File: config.mk
export PLATFORM = sky130hd
export DESIGN_NAME = csr_bank
export DESIGN_NICKNAME = d
export VERILOG_FILES = /design/src/rtl/csr_pkg.sv /design/src/rtl/csr_decode.sv /design/src/rtl/csr_ctrl_reg.sv /design/src/rtl/csr_stat_reg.sv /design/src/rtl/csr_bank.sv
export SDC_FILE = /design/constraint.sdc
export NUM_CORES = 1
export LEC_CHECK = 0
export BUFFER_PORTS_ARGS = -buffer_cell sky130_fd_sc_hd__buf_4
export CORE_ASPECT_RATIO = 1.25
export CORE_MARGIN = 2
export CORE_UTILIZATION = 37
export DETAILED_ROUTE_END_ITERATION = 10
export PLACE_DENSITY = 0.67
export SLEW_MARGIN = 10
export SYNTH_ARGS = -nofsm -noshare
export SYNTH_HDL_FRONTEND = slang
export SYNTH_SLANG_ARGS = --single-unit
export TNS_END_PERCENT = 30
File: constraint.sdc
create_clock -name clk -period 1.3 [get_ports clk]
set_input_delay 0.065 -clock clk [delete_from_list [all_inputs] [get_ports clk]]
set_output_delay 0.065 -clock clk [all_outputs]
set_load 0.05 [all_outputs]
File: src/rtl/csr_pkg.sv
package csr_pkg;
  localparam int MAX_BYTES   = 8;
  localparam int SLOT_W      = MAX_BYTES * 8;
  localparam int WORD_STRIDE = 4;
  localparam int BANK_SPAN   = 'h800;

  // Number of byte words a register of w bits occupies.
  function automatic int bytes_for(input int w);
    return (w + 7) / 8;
  endfunction

  // Mask of the low w bits of a slot.
  function automatic logic [SLOT_W-1:0] width_mask(input int w);
    logic [SLOT_W-1:0] m;
    for (int i = 0; i < SLOT_W; i++) m[i] = (i < w);
    return m;
  endfunction

  // Bit position of byte idx in an nb-byte register, most significant byte first.
  function automatic logic [5:0] byte_pos(input int nb, input int idx);
    return 6'((nb - 1 - idx) * 8);
  endfunction
endpackage

File: src/rtl/csr_decode.sv
module csr_decode import csr_pkg::*; #(
  parameter int ADDR_W   = 16,
  parameter int CSR_BASE = 'h4000,
  parameter int BANK_IDX = 3,
  parameter int WORD_W   = 9
) (
  input  logic [ADDR_W-1:0] addr,
  output logic              in_bank,
  output logic              aligned,
  output logic [WORD_W-1:0] word_idx
);
  localparam logic [ADDR_W-1:0] BANK_LO = ADDR_W'(CSR_BASE + BANK_SPAN * BANK_IDX);
  localparam logic [ADDR_W-1:0] SPAN    = ADDR_W'(BANK_SPAN);

  logic [ADDR_W-1:0] rel;

  assign rel      = addr - BANK_LO;
  assign in_bank  = (addr >= BANK_LO) && (rel < SPAN);
  assign aligned  = (rel[1:0] == 2'b00);
  assign word_idx = rel[WORD_W+1:2];
endmodule

File: src/rtl/csr_ctrl_reg.sv
module csr_ctrl_reg import csr_pkg::*; #(
  parameter int W         = 32,
  parameter int BASE_WORD = 0,
  parameter int WORD_W    = 9
) (
  input  logic              clk,
  input  logic              rst_n,
  input  logic              acc_ok,
  input  logic              wr_en,
  input  logic [WORD_W-1:0] word_idx,
  input  logic [7:0]        wdata,
  output logic              hit,
  output logic [7:0]        rd_byte,
  output logic [SLOT_W-1:0] value
);
  localparam int                NB   = bytes_for(W);
  localparam logic [SLOT_W-1:0] MASK = width_mask(W);
  localparam logic [WORD_W-1:0] LO   = WORD_W'(BASE_WORD);
  localparam logic [WORD_W-1:0] LAST = WORD_W'(NB - 1);

  logic [WORD_W-1:0] off;
  logic [5:0]        pos;
  logic              commit;
  logic              stage;
  logic [SLOT_W-1:0] shadow;

  assign off    = word_idx - LO;
  assign hit    = acc_ok && (word_idx >= LO) && (off <= LAST);
  assign pos    = byte_pos(NB, int'(off));
  assign commit = hit && wr_en && (off == LAST);
  assign stage  = hit && wr_en && (off != LAST);

  always_ff @(posedge clk or negedge rst_n) begin
    if (!rst_n) begin
      value  <= '0;
      shadow <= '0;
    end else begin
      if (stage)  shadow[pos +: 8] <= wdata;
      if (commit) value <= ((shadow & ~SLOT_W'(8'hFF)) | SLOT_W'(wdata)) & MASK;
    end
  end

  assign rd_byte = hit ? 8'(value >> pos) : 8'h00;

  AST_HOLD_UNTIL_LAST: assert property (@(posedge clk) disable iff (!rst_n)
    !commit |=> $stable(value));
  AST_LAST_BYTE_LANDS: assert property (@(posedge clk) disable iff (!rst_n)
    commit |=> (value[7:0] == ($past(wdata) & MASK[7:0])));
endmodule

File: src/rtl/csr_stat_reg.sv
module csr_stat_reg import csr_pkg::*; #(
  parameter int W         = 16,
  parameter int BASE_WORD = 0,
  parameter int WORD_W    = 9
) (
  input  logic              acc_ok,
  input  logic [WORD_W-1:0] word_idx,
  input  logic [SLOT_W-1:0] stat_in,
  output logic              hit,
  output logic [7:0]        rd_byte
);
  localparam int                NB   = bytes_for(W);
  localparam logic [SLOT_W-1:0] MASK = width_mask(W);
  localparam logic [WORD_W-1:0] LO   = WORD_W'(BASE_WORD);
  localparam logic [WORD_W-1:0] LAST = WORD_W'(NB - 1);

  logic [WORD_W-1:0] off;
  logic [5:0]        pos;
  logic [SLOT_W-1:0] masked;

  assign off     = word_idx - LO;
  assign hit     = acc_ok && (word_idx >= LO) && (off <= LAST);
  assign pos     = byte_pos(NB, int'(off));
  assign masked  = stat_in & MASK;
  assign rd_byte = hit ? 8'(masked >> pos) : 8'h00;
endmodule

File: src/rtl/csr_bank.sv
module csr_bank import csr_pkg::*; #(
  parameter int ADDR_W          = 16,
  parameter int CSR_BASE        = 'h4000,
  parameter int BANK_IDX        = 3,
  parameter int N_CTRL          = 2,
  parameter int N_STAT          = 2,
  parameter int CTRL_W [N_CTRL] = '{32, 12},
  parameter int STAT_W [N_STAT] = '{16, 40},
  parameter int HAS_IRQ         = 1,
  parameter int IRQ_NUM         = 5,
  parameter int IRQ_W           = 5
) (
  input  logic                     clk,
  input  logic                     rst_n,
  input  logic                     bus_valid,
  input  logic                     bus_write,
  input  logic [ADDR_W-1:0]        bus_addr,
  input  logic [7:0]               bus_wdata,
  output logic [7:0]               bus_rdata,
  output logic [N_CTRL*SLOT_W-1:0] ctrl_o,
  input  logic [N_STAT*SLOT_W-1:0] stat_i,
  input  logic                     irq_src_i,
  output logic                     irq_o,
  output logic [IRQ_W-1:0]         irq_num_o
);
  localparam int WORD_W = $clog2(BANK_SPAN / WORD_STRIDE);

  function automatic int ctrl_base(input int k);
    int s = 0;
    for (int j = 0; j < k; j++) s += bytes_for(CTRL_W[j]);
    return s;
  endfunction

  function automatic int stat_base(input int k);
    int s = ctrl_base(N_CTRL);
    for (int j = 0; j < k; j++) s += bytes_for(STAT_W[j]);
    return s;
  endfunction

  // Named internal events for the assertions.
  logic              in_bank, aligned, acc_ok, rd_req, wr_req, any_hit;
  logic [WORD_W-1:0] word_idx;
  logic [N_CTRL-1:0] ctrl_hit;
  logic [N_STAT-1:0] stat_hit;
  logic [7:0]        ctrl_rd [N_CTRL];
  logic [7:0]        stat_rd [N_STAT];
  logic [7:0]        rd_mux;
  logic [7:0]        rdata_q;

  csr_decode #(
    .ADDR_W(ADDR_W), .CSR_BASE(CSR_BASE), .BANK_IDX(BANK_IDX), .WORD_W(WORD_W)
  ) u_dec (
    .addr(bus_addr), .in_bank(in_bank), .aligned(aligned), .word_idx(word_idx)
  );

  assign acc_ok = bus_valid && in_bank && aligned;
  assign rd_req = bus_valid && !bus_write;
  assign wr_req = bus_valid && bus_write;

  for (genvar k = 0; k < N_CTRL; k++) begin : g_ctrl
    csr_ctrl_reg #(
      .W(CTRL_W[k]), .BASE_WORD(ctrl_base(k)), .WORD_W(WORD_W)
    ) u_reg (
      .clk(clk), .rst_n(rst_n), .acc_ok(acc_ok), .wr_en(wr_req),
      .word_idx(word_idx), .wdata(bus_wdata), .hit(ctrl_hit[k]),
      .rd_byte(ctrl_rd[k]), .value(ctrl_o[k*SLOT_W +: SLOT_W])
    );
  end

  for (genvar k = 0; k < N_STAT; k++) begin : g_stat
    csr_stat_reg #(
      .W(STAT_W[k]), .BASE_WORD(stat_base(k)), .WORD_W(WORD_W)
    ) u_reg (
      .acc_ok(acc_ok), .word_idx(word_idx), .stat_in(stat_i[k*SLOT_W +: SLOT_W]),
      .hit(stat_hit[k]), .rd_byte(stat_rd[k])
    );
  end

  assign any_hit = (|ctrl_hit) || (|stat_hit);

  always_comb begin
    rd_mux = 8'h00;
    for (int k = 0; k < N_CTRL; k++) rd_mux |= ctrl_rd[k];
    for (int k = 0; k < N_STAT; k++) rd_mux |= stat_rd[k];
  end

  always_ff @(posedge clk or negedge rst_n) begin
    if (!rst_n) rdata_q <= 8'h00;
    else        rdata_q <= rd_req ? rd_mux : 8'h00;
  end
  assign bus_rdata = rdata_q;

  if (HAS_IRQ != 0) begin : g_irq
    logic irq_q;
    always_ff @(posedge clk or negedge rst_n) begin
      if (!rst_n) irq_q <= 1'b0;
      else        irq_q <= irq_src_i;
    end
    assign irq_o     = irq_q;
    assign irq_num_o = IRQ_W'(IRQ_NUM);

    AST_IRQ_RISE_LAG: assert property (@(posedge clk) disable iff (!rst_n)
      irq_src_i |=> irq_o);
    AST_IRQ_FALL_LAG: assert property (@(posedge clk) disable iff (!rst_n)
      !irq_src_i |=> !irq_o);
  end else begin : g_noirq
    assign irq_o     = 1'b0;
    assign irq_num_o = '0;
  end

  AST_ONE_TARGET: assert property (@(posedge clk) disable iff (!rst_n)
    $onehot0({ctrl_hit, stat_hit}));
  AST_OUTSIDE_NO_HIT: assert property (@(posedge clk) disable iff (!rst_n)
    (bus_valid && !in_bank) |-> !any_hit);
  AST_MISS_READS_ZERO: assert property (@(posedge clk) disable iff (!rst_n)
    (rd_req && !any_hit) |=> (bus_rdata == 8'h00));
  AST_IDLE_READS_ZERO: assert property (@(posedge clk) disable iff (!rst_n)
    !rd_req |=> (bus_rdata == 8'h00));
  AST_STAT_WR_INERT: assert property (@(posedge clk) disable iff (!rst_n)
    (wr_req && (|stat_hit)) |=> $stable(ctrl_o));
endmodule

==> flow_summary.json <==
{
  "status": "complete, but fails checks",
  "failed_checks": "negative setup slack",
  "synth.area.top_cells": "dfrtp_1 36%, buf_4 13%, mux2_2 8.7%",
  "drive_gt1_share_pct": 48.4,
  "drv_cap": 0,
  "core_um2": 14900,
  "wl_um": 15900,
  "first_global_vias": 4525,
  "holdCritPathClass": "in -> reg",
  "hp-start": "bus_wdata[5]",
  "fin_nets": 908,
  "cp_max_fo": 4,
  "r2r-start": "g_ctrl[0].u_reg.value[27]$_DFFE_PN0P_",
  "final-hold-violation-count": 0,
  "p_total_uw": 6710,
  "ios": 299,
  "grt_pass1_wl_um": 24300,
  "syn_inst": 517,
  "wire_per_inst_um": 17.4,
  "end_kind": "flip-flop",
  "yosysTopAreaCell": "dfrtp_1",
  "ir_drop_uv": 783,
  "vias": 4444,
  "area_growth_pct": 40.0,
  "p_leak_uw": 0.00388,
  "dr.pass1.iters": 4,
  "globalRouteTotalUtil_pct": 19.8,
  "crit_start": "bus_addr[5]",
  "synthArstFlopShare_pct": 100,
  "stdcell_area_um2": 7810,
  "synth_top_area_share_pct": 36.3,
  "die_w_um": 114,
  "num_rows": 50,
  "ys_seq_elements": 81,
  "cts-root-buf": "clkbuf_16",
  "crit_required_ns": 1.50,
  "ys_seq_area_share_pct": 36.3,
  "htreeDepth": 3,
  "initial_core_util_pct": 37.5,
  "grt_max_degree": 35,
  "setup_ws_ns": -0.303,
  "dp_hpwl_um": 12300,
  "mostFrequentLayoutCell": "buf_4",
  "final_cell_mix": "199 x buf_4, 89 x conb_1, 81 x dfrtp_1, 45 x nand2_1, 42 x mux2i_1",
  "ys_warn_count": 0,
  "path_class": "in -> reg",
  "drc": 0,
  "synth-edff-count": 0,
  "fp.dieArea_um2": 16100,
  "cp-start-kind": "primary input",
  "ys.flop_type": "dfrtp_1",
  "drt.antenna.violating_nets": 0,
  "cts_buffers": 9,
  "synth_area_um2": 5580,
  "clockBufferDepth": 2,
  "drv_slew": 0,
  "layout_min_cycle_time_ns": 1.60,
  "clock-sinks": 81,
  "crit_arrival_ns": 1.81,
  "dpl_cell_area_um2": 7220,
  "overflow": 0,
  "fmax_mhz": 624,
  "antenna_found_initial": 0,
  "rsz0062_at_grt": "true",
  "clk_pin_slew_ns": 0.06,
  "finalSetupViolations": 80,
  "clk_latency_ns": 0.33,
  "die_y_um": 141,
  "place.gp.congestion": 0.825,
  "cellPowerDensity_nw_per_um2": 859,
  "avgSynthCellArea_um2": 10.8,
  "fillers": 1360,
  "fin_skew_ns": 0.00537,
  "tns_ns": -13.14,
  "synth_cell_types": 57,
  "antenna_cells": 0,
  "port_buffers": 137,
  "vias_per_cell": 4.84,
  "min_period_over_period_pct": 123,
  "tritoncts": "built",
  "first_iter_violations": 170
}
==> flip-flops by register name, indices dropped and copies added, names as in the netlist <==
signal / cells
irq_o: 1
g_ctrl.u_reg.shadow: 28
g_ctrl.u_reg.value: 44
bus_rdata: 8
==> metrics by stage <==
step / std cells / setup WS (ns) / hold slack [ns] / util [%]
2_1_floorplan: 604 / -0.414 / -0.231 / -
3_3_place_gp: 892 / -0.573 / 0.0308 / 48.5
3_5_place_dp: 892 / -0.632 / 0.0487 / 48.5
4_1_cts: 919 / -0.239 / 0.00113 / 52.3
5_1_grt: 918 / -0.346 / 0.0170 / 52.4
6_report: 918 / -0.303 / 0.00968 / 52.4
==> timing repair <==
item                                   CTS  global route
hold buffers                             4             0
pin swaps                               21             5
endpoints found under the hold margin   33             0
gates cloned                             1             0
buffers inserted                         7             2
setup endpoints to repair               80            80
gates resized for setup                 36            11
==> cell usage after synthesis (2+ instances only) <==
cell type	count
clkbuf_1	2
xnor2_1	3
nand3_1	15
dfrtp_1	81
buf_1	2
and4_1	2
mux2_2	43
and3_1	3
mux4_2	8
buf_2	9
o22ai_1	5
mux2_4	10
conb_1	2
buf_4	94
nor3_4	3
nor2b_1	5
inv_1	35
a22oi_1	4
a21oi_1	4
a32oi_1	4
or3_4	2
nor3b_1	2
nor3_1	4
mux2i_1	43
nand4b_1	2
o211ai_1	11
a2111oi_4	2
nand2_1	45
nor2_1	12
nand4_1	6
ha_1	20
o221ai_1	4
mux2_1	4
xor2_1	2
nand2b_1	2
==> routing by layer <==
layer	wire (um)	track usage, %	up-vias
li1	-	-	2046
met1	6390	24.6	2178
met2	8380	35.1	197
met3	818	2.18	23
met4	346	7.38	0
met5	0	0	-
==> critical path, stage by stage <==
cell,delay [ns]
buf_8,0.08
clkinvlp_4,0.14
ha_4,0.21
nor2b_4,0.14
a22o_1,0.22
a2111oi_4,0.35
buf_4,0.19
a22oi_2,0.05
o211ai_1,0.34
==> power breakdown <==
part	switching [uW]	leakage [uW]	total (uW)	internal (uW)
registers	1.15	0.000983	2520	2520
clock network	984	0.000142	2520	1530
logic	1090	0.00276	1660	576
total	2070	0.00388	6710	4630
==> final cells by class <==
class                      instances  area [um2]  area share [%]
clock buffer                      11         243            3.11
sequential                        81        2030            26.0
inverter                          35         141            1.81
tap                              182         228            2.92
multi-input combinational        380        3250            41.7
timing repair buffer             224        1860            23.8
clock inverter                     5        55.1           0.705
==> path summary, 6_finish.rpt <==
path | cells past startpoint | end | slack, ns
worst max register to register | 3 | bus_rdata[3]$_DFF_PN0_ | -0.07
max in group asynchronous | 3 | g_ctrl[0].u_reg.shadow[23]$_DFFE_PN0P_ | 0.52
worst max-delay path | 9 | bus_rdata[3]$_DFF_PN0_ | -0.30
worst min register to register | 1 | g_ctrl[0].u_reg.value[9]$_DFFE_PN0P_ | 0.49
min in group asynchronous | 2 | g_ctrl[0].u_reg.value[15]$_DFFE_PN0P_ | 0.23
worst min-delay path | 3 | g_ctrl[0].u_reg.shadow[29]$_DFFE_PN0P_ | 0.01
==> cell families (layout without fill, tap and decap cells) <==
kind of cell	Yosys count	after routing	synth area share, %
flops	81	81	36.3
compound gates	43	43	6.71
mux	108	108	23.1
simple gates	115	115	12.0
xor+xnor	5	5	0.785
buf+inv	143	275	16.4
other cells	2	89	0.135
fa+ha+maj	20	20	4.49
(Power assumes the default switching activity.)
